$ cat src/rtl/bklt_pkg.sv
package bklt_pkg;

    localparam int FIELD_W    = 16;
    localparam int LEVEL_W    = 8;
    localparam int PRESCALE   = 16;
    localparam int ADDR_W     = 2;
    localparam int CTRL_W     = 2 * FIELD_W;
    localparam int FLOOR_LSB  = 8;

    typedef enum logic [ADDR_W-1:0] {
        REG_CTRL_A = 2'd0,
        REG_CTRL_B = 2'd1,
        REG_CONFIG = 2'd2,
        REG_NONE   = 2'd3
    } reg_addr_e;

    typedef struct packed {
        logic [FIELD_W-1:0] period;
        logic [FIELD_W-1:0] active;
    } ctrl_word_t;

endpackage

$ cat src/rtl/bklt_regs.sv
module bklt_regs
    import bklt_pkg::*;
#(
    parameter int FW = FIELD_W,
    parameter int LW = LEVEL_W
) (
    input  logic            clk,
    input  logic            rst_n,
    input  logic            wr_en,
    input  logic [1:0]      addr,
    input  logic [2*FW-1:0] wr_data,
    output logic [2*FW-1:0] rd_data,
    output logic [2*FW-1:0] ctrl_a,
    output logic [2*FW-1:0] ctrl_b,
    output logic            pin_inv,
    output logic            lvl_inv,
    output logic [LW-1:0]   floor_lvl
);

    localparam int NUM_CTRL = 2;
    localparam int CW       = 2 * FW;

    typedef struct packed {
        logic [NUM_CTRL-1:0][CW-1:0] ctrl;
        logic                        pin_inv;
        logic                        lvl_inv;
        logic [LW-1:0]               floor_lvl;
    } regs_t;

    regs_t st_d, st_q;

    always_comb begin
        st_d = st_q;
        if (wr_en) begin
            for (int i = 0; i < NUM_CTRL; i++) begin
                if (addr == 2'(i)) st_d.ctrl[i] = wr_data;
            end
            if (addr == REG_CONFIG) begin
                st_d.pin_inv   = wr_data[0];
                st_d.lvl_inv   = wr_data[1];
                st_d.floor_lvl = wr_data[FLOOR_LSB +: LW];
            end
        end
    end

    always_ff @(posedge clk or negedge rst_n) begin
        if (!rst_n) st_q <= '0;
        else        st_q <= st_d;
    end

    always_comb begin
        rd_data = '0;
        unique case (addr)
            REG_CTRL_A: rd_data = st_q.ctrl[0];
            REG_CTRL_B: rd_data = st_q.ctrl[1];
            REG_CONFIG: begin
                rd_data[0]               = st_q.pin_inv;
                rd_data[1]               = st_q.lvl_inv;
                rd_data[FLOOR_LSB +: LW] = st_q.floor_lvl;
            end
            default:    rd_data = '0;
        endcase
    end

    assign ctrl_a    = st_q.ctrl[0];
    assign ctrl_b    = st_q.ctrl[1];
    assign pin_inv   = st_q.pin_inv;
    assign lvl_inv   = st_q.lvl_inv;
    assign floor_lvl = st_q.floor_lvl;

    // a write to a control word is held on the following cycle
    assert_wr_held_R6: assert property (@(posedge clk) disable iff (!rst_n)
        (wr_en && addr == REG_CTRL_A) |=> (ctrl_a == $past(wr_data)));

    assert_wr_held_b_R6: assert property (@(posedge clk) disable iff (!rst_n)
        (wr_en && addr == REG_CTRL_B) |=> (ctrl_b == $past(wr_data)));

endmodule

$ cat src/rtl/bklt_prescaler.sv
module bklt_prescaler #(
    parameter int DIV = bklt_pkg::PRESCALE
) (
    input  logic clk,
    input  logic rst_n,
    output logic tick
);

    generate
        if (DIV <= 1) begin : g_pass
            assign tick = 1'b1;
        end else begin : g_count
            localparam int CW = $clog2(DIV);
            localparam logic [CW-1:0] LAST = CW'(DIV - 1);

            typedef struct packed {
                logic [CW-1:0] cnt;
            } pre_t;

            pre_t st_d, st_q;

            always_comb begin
                st_d = st_q;
                if (st_q.cnt == LAST) st_d.cnt = '0;
                else                  st_d.cnt = st_q.cnt + 1'b1;
            end

            always_ff @(posedge clk or negedge rst_n) begin
                if (!rst_n) st_q <= '0;
                else        st_q <= st_d;
            end

            assign tick = (st_q.cnt == LAST);

            // time-base events are never on adjacent clocks
            assert_tick_spacing_R1: assert property (@(posedge clk) disable iff (!rst_n)
                tick |=> !tick);
        end
    endgenerate

endmodule

$ cat src/rtl/bklt_duty_map.sv
module bklt_duty_map #(
    parameter int FW = bklt_pkg::FIELD_W,
    parameter int LW = bklt_pkg::LEVEL_W
) (
    input  logic [FW-1:0] period_i,
    input  logic [FW-1:0] raw_active_i,
    input  logic          bright_en_i,
    input  logic [LW-1:0] level_i,
    input  logic          lvl_inv_i,
    input  logic [LW-1:0] floor_i,
    output logic [FW-1:0] active_o
);

    localparam logic [LW-1:0] LVL_MAX = {LW{1'b1}};

    logic [LW-1:0] lvl_norm;
    logic [LW-1:0] lvl_eff;
    logic [FW-1:0] scaled;

    always_comb begin
        lvl_norm = lvl_inv_i ? (LVL_MAX - level_i) : level_i;
        lvl_eff  = (lvl_norm < floor_i) ? floor_i : lvl_norm;
        if (lvl_eff == LVL_MAX)
            scaled = period_i;
        else
            scaled = FW'(({{LW{1'b0}}, period_i} * {{FW{1'b0}}, lvl_eff}) >> LW);
        active_o = bright_en_i ? scaled : raw_active_i;
    end

endmodule

$ cat src/rtl/bklt_wave.sv
module bklt_wave #(
    parameter int FW = bklt_pkg::FIELD_W
) (
    input  logic          clk,
    input  logic          rst_n,
    input  logic          tick,
    input  logic [FW-1:0] src_period,
    input  logic [FW-1:0] src_active,
    output logic          on
);

    typedef struct packed {
        logic [FW-1:0] ev;
        logic [FW-1:0] period;
        logic [FW-1:0] active;
        logic          on;
    } wave_t;

    wave_t st_d, st_q;
    logic  at_end;
    logic  take;

    always_comb begin
        at_end = (st_q.period == '0) || (st_q.ev >= st_q.period - FW'(1));
        take   = tick && at_end;
        st_d   = st_q;
        if (tick) begin
            if (at_end) begin
                st_d.ev     = '0;
                st_d.period = src_period;
                st_d.active = src_active;
            end else begin
                st_d.ev = st_q.ev + FW'(1);
            end
        end
        st_d.on = (st_d.period != '0) &&
                  ((st_d.active >= st_d.period) || (st_d.ev < st_d.active));
    end

    always_ff @(posedge clk or negedge rst_n) begin
        if (!rst_n) st_q <= '0;
        else        st_q <= st_d;
    end

    assign on = st_q.on;

    // a zero active time never lights the output
    assert_dark_on_zero_R2: assert property (@(posedge clk) disable iff (!rst_n)
        (st_q.active == '0) |-> !st_q.on);

    // saturated active time keeps the output on
    assert_solid_on_R3: assert property (@(posedge clk) disable iff (!rst_n)
        (st_q.period != '0 && st_q.active >= st_q.period) |-> st_q.on);

    // zero period keeps the output inactive
    assert_zero_period_R4: assert property (@(posedge clk) disable iff (!rst_n)
        (st_q.period == '0) |-> !st_q.on);

    // working settings only move at a boundary event
    assert_hold_settings_R5: assert property (@(posedge clk) disable iff (!rst_n)
        !take |=> ($stable(st_q.period) && $stable(st_q.active)));

endmodule

$ cat src/rtl/bklt_pwm_top.sv
module bklt_pwm_top
    import bklt_pkg::*;
#(
    parameter int FW  = FIELD_W,
    parameter int LW  = LEVEL_W,
    parameter int DIV = PRESCALE
) (
    input  logic            clk,
    input  logic            rst_n,
    input  logic            wr_en,
    input  logic [1:0]      addr,
    input  logic [2*FW-1:0] wr_data,
    output logic [2*FW-1:0] rd_data,
    input  logic            pipe_sel,
    input  logic            bright_en,
    input  logic [LW-1:0]   bright_lvl,
    output logic            pwm_o
);

    logic [2*FW-1:0] ctrl_a, ctrl_b, ctrl_sel;
    logic            pin_inv, lvl_inv;
    logic [LW-1:0]   floor_lvl;
    logic            tick;
    logic [FW-1:0]   eff_active;
    logic            wave_on;

    bklt_regs #(.FW(FW), .LW(LW)) u_regs (
        .clk       (clk),
        .rst_n     (rst_n),
        .wr_en     (wr_en),
        .addr      (addr),
        .wr_data   (wr_data),
        .rd_data   (rd_data),
        .ctrl_a    (ctrl_a),
        .ctrl_b    (ctrl_b),
        .pin_inv   (pin_inv),
        .lvl_inv   (lvl_inv),
        .floor_lvl (floor_lvl)
    );

    bklt_prescaler #(.DIV(DIV)) u_pre (
        .clk   (clk),
        .rst_n (rst_n),
        .tick  (tick)
    );

    assign ctrl_sel = pipe_sel ? ctrl_b : ctrl_a;

    bklt_duty_map #(.FW(FW), .LW(LW)) u_map (
        .period_i     (ctrl_sel[2*FW-1:FW]),
        .raw_active_i (ctrl_sel[FW-1:0]),
        .bright_en_i  (bright_en),
        .level_i      (bright_lvl),
        .lvl_inv_i    (lvl_inv),
        .floor_i      (floor_lvl),
        .active_o     (eff_active)
    );

    bklt_wave #(.FW(FW)) u_wave (
        .clk        (clk),
        .rst_n      (rst_n),
        .tick       (tick),
        .src_period (ctrl_sel[2*FW-1:FW]),
        .src_active (eff_active),
        .on         (wave_on)
    );

    assign pwm_o = wave_on ^ pin_inv;

    // the output always equals the wave state seen through the polarity bit
    assert_polarity_R8: assert property (@(posedge clk) disable iff (!rst_n)
        (!wave_on) |-> (pwm_o == pin_inv));

endmodule

$ cat config.mk
export PLATFORM = sky130hd
export DESIGN_NAME = bklt_pwm_top
export DESIGN_NICKNAME = d
export VERILOG_FILES = /design/src/rtl/bklt_pkg.sv /design/src/rtl/bklt_regs.sv /design/src/rtl/bklt_prescaler.sv /design/src/rtl/bklt_duty_map.sv /design/src/rtl/bklt_wave.sv /design/src/rtl/bklt_pwm_top.sv
export SDC_FILE = /design/constraint.sdc
export NUM_CORES = 1
export LEC_CHECK = 0
export ABC_AREA = 1
export BUFFER_PORTS_ARGS = -buffer_cell sky130_fd_sc_hd__buf_2
export CORE_UTILIZATION = 63
export DETAILED_ROUTE_END_ITERATION = 10
export MAX_ROUTING_LAYER = met4
export PLACE_DENSITY = 0.85
export SLEW_MARGIN = 20
export SYNTH_ARGS = -nofsm -noshare
export SYNTH_HDL_FRONTEND = slang
export SYNTH_SLANG_ARGS = --single-unit
export TNS_END_PERCENT = 20
$ cat constraint.sdc
create_clock -name clk -period 8.7 [get_ports clk]
set_clock_uncertainty 0.2 [all_clocks]
set_input_delay 0 -clock clk [delete_from_list [all_inputs] [get_ports clk]]
set_output_delay 0 -clock clk [all_outputs]
set_load 0.01 [all_outputs]
After elaboration in Yosys (flattened, before gate mapping). Cells that the tools add are included.

Register bits after elaboration: 127. Input port bits: 47. Output and inout bits: 33. Word-level logic and storage cells: 46.

Add/subtract/negate cells: 4. Multiply operators: 1. Magnitude comparators: 4. Equal/unequal tests: 4. Mux-type cells: 13. Bitwise logic cells: 1. Reductions and logical operators: 9.

Operator list (count): $mux W32 (2); $mux W16 (3); $mux W48 (1); $ge A16 B16 Y1 (2); $pmux W16 S2 (1); $mul A16 B8 Y24 (1); $pmux W8 S3 (1); $add A16 B1 Y16 const B (1); $logic_not A16 Y1 (1); $lt A16 B16 Y1 (1); $mux W8 (2); $reduce_bool A16 Y1 (1); $sub A16 B1 Y16 const B (1); $pmux W6 S2 (1); $eq A8 B8 Y1 const B (1); $lt A8 B8 Y1 (1); $sub A8 B8 Y8 const A (1); $pmux W2 S3 (1); $reduce_and A2 Y1 (3); $add A4 B1 Y4 const B (1); $eq A4 B4 Y1 const B (1); $mux W4 (1); $eq A2 B1 Y1 const B (1); $eq A2 B2 Y1 const B (1); other kinds (4) (5).

Depth between registers and ports, before layout. Gate-level depths: netlist (run 1).

Depth in word-level cells: 12. Depth in mapped cells: 50. Depth with buffers taken out: 47.

Cells and area by module. Synthesis (run 1) repeated with hierarchy kept, for this count alone.

Cell total of the unflattened synthesis: 1716. Area total of the unflattened synthesis: 12474.5 um^2.

Modules (own cells, without submodules): bklt_duty_map (times used 1, cells an instance 679, area an instance 4652.0 um^2, sequential area each 0.0 um^2); bklt_wave (times used 1, cells an instance 464, area an instance 3627.2 um^2, sequential area each 1226.2 um^2); bklt_regs (times used 1, cells an instance 447, area an instance 3515.9 um^2, sequential area each 1851.8 um^2); bklt_pwm_top (times used 1, cells an instance 109, area an instance 510.5 um^2, sequential area each 0.0 um^2); bklt_prescaler (times used 1, cells an instance 17, area an instance 168.9 um^2, sequential area each 100.1 um^2).

Worst setup path before layout (run 1). OpenSTA, ideal clock, no wires.

Path type: register to register. Start: register u_regs.st_q (netlist bit u_regs.lvl_inv). End: register u_wave.st_q (netlist bit u_wave.on). Setup time: 133 ps. Data arrival time: 7248 ps. Required time: 8367 ps. Setup slack: 1119 ps. Cell stages (with the launch flop): 46. Path buffers: 3. Cells stage by stage: dfrtp_1 buf_6 xnor2_1 inv_1 ha_1 a21oi_1 nor2_1 a211oi_4 nand2_4 buf_12 nand2_1 o21ai_4 inv_2 clkbuf_1 nor2_1 fa_1 fa_1 inv_1 [... 10 more ...] xor2_1 o211ai_2 o211ai_1 o21a_1 ha_1 a21boi_0 o21a_1 o21a_1 o21ai_0 nand2_1 nand2_1 nand2_1 nand2_1 nand2_1 a21oi_1 o311ai_0 a21oi_1 a21oi_2.

RTL lines: start: declaration (RTL line bklt_regs.sv:30) `regs_t st_d, st_q;`; start signal: assignment (RTL line bklt_regs.sv:48) `else st_q <= st_d;`; end signal: assignment (RTL line bklt_wave.sv:42) `else st_q <= st_d;`; end: declaration (RTL line bklt_wave.sv:19) `wave_t st_d, st_q;`.

==> results of run 1 <==
-- worst paths after layout --
check	depth (start not counted)	slack, ns	start	end
setup / recovery	42	0.41	u_regs.lvl_inv$_DFFE_PN0P_	u_wave.on$_DFF_PN0_
hold / removal	4	0.03	bright_en	u_wave.st_q[15]$_DFF_PN0_
setup reg to reg	42	0.41	u_regs.lvl_inv$_DFFE_PN0P_	u_wave.on$_DFF_PN0_
hold reg to reg	2	0.28	u_regs.floor_lvl[6]$_DFFE_PN0P_	u_regs.floor_lvl[6]$_DFFE_PN0P_
max in group asynchronous	4	6.78	rst_n	u_wave.st_q[9]$_DFF_PN0_
min in group asynchronous	3	0.35	rst_n	u_regs.ctrl_a[15]$_DFFE_PN0P_
-- cell usage in the layout, fill, tap and decap left out, drive strengths merged, types with 13 or more instances in the layout --
cell type,synthesis,routed
buf,13,94
o21ai,162,162
nor2,178,178
xor2,25,25
fa,83,83
dlygate4sd3,0,34
dfrtp,127,127
inv,265,271
xnor2,13,13
nand2,332,332
nand3,35,35
ha,98,98
nor3,13,13
clkbuf,33,18
a21oi,48,48
-- metal layers --
| metal | vias up | track usage [%] |
|---|---|---|
| met5 | - | - |
| met4 | 0 | 18.2 |
| met3 | 111 | 6.51 |
| met2 | 592 | 59.7 |
| met1 | 5142 | 46.5 |
| li1 | 4987 | - |
-- kinds of logic (layout without fill, tap and decap cells) --
| kind of cell | Yosys count | after routing | synth area share [%] |
|---|---|---|---|
| AO/OA/AOI/OAI | 270 | 270 | 13.7 |
| XOR/XNOR | 38 | 38 | 2.85 |
| adder cells (fa/ha/maj) | 181 | 181 | 24.7 |
| buffers and inverters | 312 | 426 | 10.4 |
| flip-flops | 127 | 127 | 27.2 |
| AND/OR/NAND/NOR | 587 | 587 | 21.1 |
-- worst register-to-register path: cells and delay by family, from the launching register on --
family / cells / cell delay (ns)
flops: 1 / 0.51
fa+ha+maj: 7 / 2.98
compound gates: 14 / 2.22
xor+xnor: 2 / 0.46
simple gates: 15 / 1.38
buf+inv: 4 / 0.40
-- registers in the layout (all words and copies together) (netlist names) --
| signal | flops |
|---|---|
| u_regs.floor_lvl | 8 |
| u_wave.on | 1 |
| u_wave.st_q | 48 |
| u_regs.ctrl_b | 32 |
| u_regs.ctrl_a | 32 |
| u_regs.pin_inv | 1 |
| u_pre.g_count.st_q | 4 |
| u_regs.lvl_inv | 1 |
-- metrics by stage --
stage	utilization, %	hold WS (ns)	instance area, um2	setup WS, ns
after floorplan	-	-0.496	11700	1.12
after global placement	67.5	-0.119	12200	0.420
after detailed placement	67.5	-0.116	12200	0.216
after CTS	72.9	0.00155	13200	0.116
after global routing	73.4	0.0614	13300	0.00174
final	73.4	0.0274	13300	0.414
-- power by group through the flow --
stage | sequential [mW] | clock [mW] | combinational [mW]
after floorplan | 0.746 | 0 | 3.31
after global placement | 0.762 | 0 | 4.11
after detailed placement | 0.766 | 0 | 4.22
after CTS | 0.758 | 0.746 | 4.28
after global routing | 0.772 | 0.771 | 5.00
final | 0.762 | 0.747 | 4.39
-- timing repair --
| item | CTS | global route |
|---|---|---|
| endpoints found under the setup margin | 0 | 1 |
| hold endpoints to repair | 127 | 0 |
| hold buffers | 35 | 0 |
| buffers inserted | 0 | 8 |
| gates resized for setup | 0 | 9 |
-- cell type report --
cell class	count	area (um2)	share of cell area, %
clock buffer	18	429	3.23
clock inverter	14	173	1.30
inverter	266	1010	7.59
multi-input combinational	1076	7330	55.2
sequential	127	3180	23.9
tap	229	287	2.16
timing repair buffer	128	871	6.56
==> results.md, run 1 <==
* Drt pass-1 iters at 5
* Avg WL per Cell at between 15 and 20 um
* Number of buffers and inverters on the critical path at 4
* Clock Power Share at between 10% and 20%
* Gr ovfl total at 0
* Synth warnings at 0
* Worst IR drop on VDD at about 0.44 mV
* Remaining routing DRC violations at 0
* Flop pwr share at 12.9%
* Met2 routed WL at 15.9 mm
* Metal1 wirelength at 13.1 mm
* Fillers at 1,296
* Synthesized cell area at 0.0117 mm2
* Top Metal Used: met4
* Main synth FF type: dfrtp_1
* Synthesized area per cell at slightly below 8 um2
* CP Launch Type: register
* Largest net degree at the start of global routing at 75
* GPL Wtd Cong at 0.998
* Post-Syn Nets at about 1,700
* Post-synthesis sequential area ratio at 27.2%
* Pwr/cell area at 444 mW/mm2
* Min-delay worst type: primary input to register
* CTS sink count at ~130
* Total Power at 5.90 mW
* PortBufs at 79
* Final setup TNS at 0 ns
* ANT cells at 0
* Top cell type by total area after synthesis: dfrtp_1
* Post-synth ARST share at 100%
* Total GRT Usage at 37.5%
* Dpl cells at 1,783
* Detailed Route WL at 33.2 mm
* Final setup violation count at 0
* Initial Util at between 60% and 70%
* ANT nets after route at 0
* Crit path max-delay family: adder cells
* Vias in the first global route at 11,100
* Core region area at about 0.018 mm2
* Min Tclk post-route at 8.29 ns
* Worst-path fanout max at 14
* Root Buffer: clkbuf_16
* Sw Pwr at ~3.1 mW
* CP dominant cell by count: nand2_1
* Register bit total from synthesis at 127
* Die Y at 138 um
* Distinct cells, synth at 59
* Ports at 80
* Final #Nets at 1,844
* Internal power at between 2 and 3 mW
* Setup CP Type: register to register
* Max Slew Vio Count at 0
* HPWL after DPL at about 23 mm
* DR vias at between 10,000 and 15,000
* H-Tree Depth at 4
* LEAKAGE at 7.00 nW
* Critical Path AT at 8.38 ns
* Count leader, synth: nand2_1
* Sw Ratio at 53.0%
* RSZ-0062 raised after global routing: false
* WP data required at 8.79 ns
* CP Capture Type: register
* CTS tree: yes
* Combinational power share at between 70% and 80%
* Max incr delay on CP at around 0.6 ns
* DIE AREA at approximately 0.019 mm2
* Max_slew headroom at 15.3%
* Row count at 49
* Least-Margin Pin Slew at 1.26 ns
* Crit share post-route at a little over nine tenths
* Post-synth EDFFs at 0
* Die X at around 140 um
* TritonCTS Buffers at 17
* Outcome: complete, no violations
* Post-synth top area share at 27.2%
* Layout Cells excl Fill at 1,858
* Fmax at 121 MHz
* Clk buf depth at 2
* Max Cap Viol at 0
* Initial antenna violation count at 0
* P&R area growth vs syn at 13.7%
* Hold Vio Cnt, Final at 0
* Worst path slowest cell: fa_1
* Layout cell share with drive strength beyond 1 at 12.5%
* Cells after Synth at 1,515
* Area contributors post-synth: dfrtp_1, fa_1, ha_1
* Clk Latency, worst-skew pair at 0.43 ns
* DR vias/cell at 5.83
* Metal3 WL at about 3 mm
* First-pass GRT wire length at 54.2 mm
* Synth cell count leaders: nand2_1, inv_1, nor2_1
* Clock slew at reported path FFs at 0.06 ns
* DRT iter0 DRCs at 1,058
Note: power is estimated with default switching activity, not from simulation.
==> run 2: changes to the inputs <==
- CORE_UTILIZATION: 63 -> 57
- PLACE_DENSITY: 0.85 -> 0.81
- clock period: 8.7 -> 6.7 ns (I/O delays scaled with it)
==> results.md, run 2 (same netlist as run 1, synthesis figures left out) <==
* Fmax at about 130 MHz
* Max Slew Vio Count at 0
* Largest net degree at the start of global routing at a little under 70
* Clk buf depth at 2
* Detailed Route WL at 38.7 mm
* P&R area growth vs syn at 29.6%
* DR vias at between 10,000 and 15,000
* Min Tclk post-route at 7.86 ns
* ANT nets after route at 0
* Most common cell after layout, fill and taps aside: nand2_1
* Largest register FFs at 48
* Max Cap Viol at 0
* Fin util at about three quarters
* Outcome: finished with violations
* Clk Latency, worst-skew pair at 0.44 ns
* Final setup violation count at 9
* CP startpoint: u_regs.lvl_inv$_DFFE_PN0P_
* H-Tree Depth at 4
* Multi-input combinational cell area at 0.00782 mm2
* Drt pass-1 iters at 6
* RSZ-0062 raised after global routing: true
* Die Y at 145 um
* Least-Margin Pin Slew at 1.13 ns
* Gr ovfl total at 0
* Total GRT Usage at 37.0%
* Commonest cells after routing, fill and taps aside: nand2_1, inv_1, buf_4, nor2_1, o21ai_0
* Root Buffer: clkbuf_16
* Hold Vio Cnt, Final at 12
* DR vias/cell at between 5 and 6
* DRT iter0 DRCs at around 1,100
* Critical Path AT at 7.97 ns
* Hold slack at -0.00819 ns
* Layout cell share with drive strength beyond 1 at 25.6%
* Violated checks: negative hold slack, negative setup slack
* Area post-placement at 0.0134 mm2
* Initial Util at 57.9%
* Worst reg2reg startpoint: u_regs.lvl_inv$_DFFE_PN0P_
* Die X at 145 um
* CP dominant cell by count: nand2_1
* PortBufs at between 70 and 80
* Register area at 0.00318 mm2
* Initial antenna violation count at 0
* Clock slew at reported path FFs at 0.07 ns
* GPL Wtd Cong at 0.944
* Core region area at between 0.02 and 0.025 mm2
* Post-route setup slack at -1.16 ns
* Ports at 80
* Avg WL per Cell at 18.8 um
* Most flops, register: u_wave.st_q
* Layout Cells excl Fill at 2,063
* Max_slew headroom at between 20% and 30%
* Worst path slowest cell: fa_1
* Remaining routing DRC violations at 0
* Setup CP Type: register to register
* WP data required at 6.81 ns
* CP Capture Type: register
* Crit share post-route at 117%
* Row count at 52
* Fillers at 1,347
* Final #Nets at about 2,000
* CTS tree: yes
* ANT cells at 0
* DIE AREA at 0.0211 mm2
* Dpl cells at ~2,000
* CP Launch Type: register
* First-pass GRT wire length at a little under 60 mm
* TritonCTS Buffers at 17
* HPWL after DPL at 25.6 mm
* Fin area at 0.0151 mm2
* Min-delay worst type: primary input to async pin
* Max incr delay on CP at 0.55 ns
* Vias in the first global route at 11,900
* CTS sink count at roughly 130
* Worst-path fanout max at 6
-- run 2: cell type report --
cell class | count | share of cell area [%]
Clock buffer | 17 | 2.81
Tap cell | 270 | 2.23
Multi-Input combinational cell | 1077 | 51.6
Inverter | 266 | 6.74
Sequential cell | 127 | 21.0
Timing Repair Buffer | 290 | 14.5
Clock inverter | 15 | 1.09
Timing Repair inverter | 1 | 0.0496
-- run 2: metal layers --
layer / vias to the layer above / routed length (um) / global-route usage [%] / part of all wire (%)
met4: 0 / 2020 / 15.4 / 5.2
met2: 713 / 18500 / 60.5 / 48
li1: 5323 / - / - / -
met5: - / 0 / - / 0
met1: 5639 / 14600 / 45.2 / 38
met3: 196 / 3590 / 6.76 / 9.3
-- run 2: path summary, 6_finish.rpt --
check / endpoint / slack [ns] / depth (start not counted)
max reg2reg: u_wave.on$_DFF_PN0_ / -1.16 / 47
max: u_wave.on$_DFF_PN0_ / -1.16 / 47
min in group clk: u_wave.st_q[4]$_DFF_PN0_ / 0.10 / 5
max in group asynchronous: u_regs.lvl_inv$_DFFE_PN0P_ / 4.85 / 3
min reg2reg: u_regs.ctrl_a[8]$_DFFE_PN0P_ / 0.29 / 2
min: u_wave.st_q[1]$_DFF_PN0_ / -0.008 / 2
-- run 2: stage by stage --
stage,TNS (ns),setup WS (ns)
final,-1.91,-1.16
after global routing,-5.22,-1.49
after CTS,-0.769,-0.769
after detailed placement,-1.05,-1.05
after global placement,-0.782,-0.782
after floorplan,-0.506,-0.506
-- run 2: worst max-delay path: cells and delay by family, from the launching register on --
kind,cells,cell delay [ns]
AND/OR/NAND/NOR,18,1.37
adder cells (fa/ha/maj),7,2.46
AO/OA/AOI/OAI,11,1.67
XOR/XNOR,1,0.19
buffers and inverters,10,1.30
flip-flops,1,0.52
-- run 2: timing repair --
item / in CTS / in global routing
pin swaps: 35 / 35
hold buffers: 33 / 0
hold endpoints to repair: 134 / 0
cloned: 1 / 1
setup endpoints to repair: 2 / 14
buffers inserted: 26 / 19
gates resized for setup: 39 / 65
Power of run 2 is not shown: default switching activity piles up to over one toggle a cycle in this logic, so the estimate is an artifact.
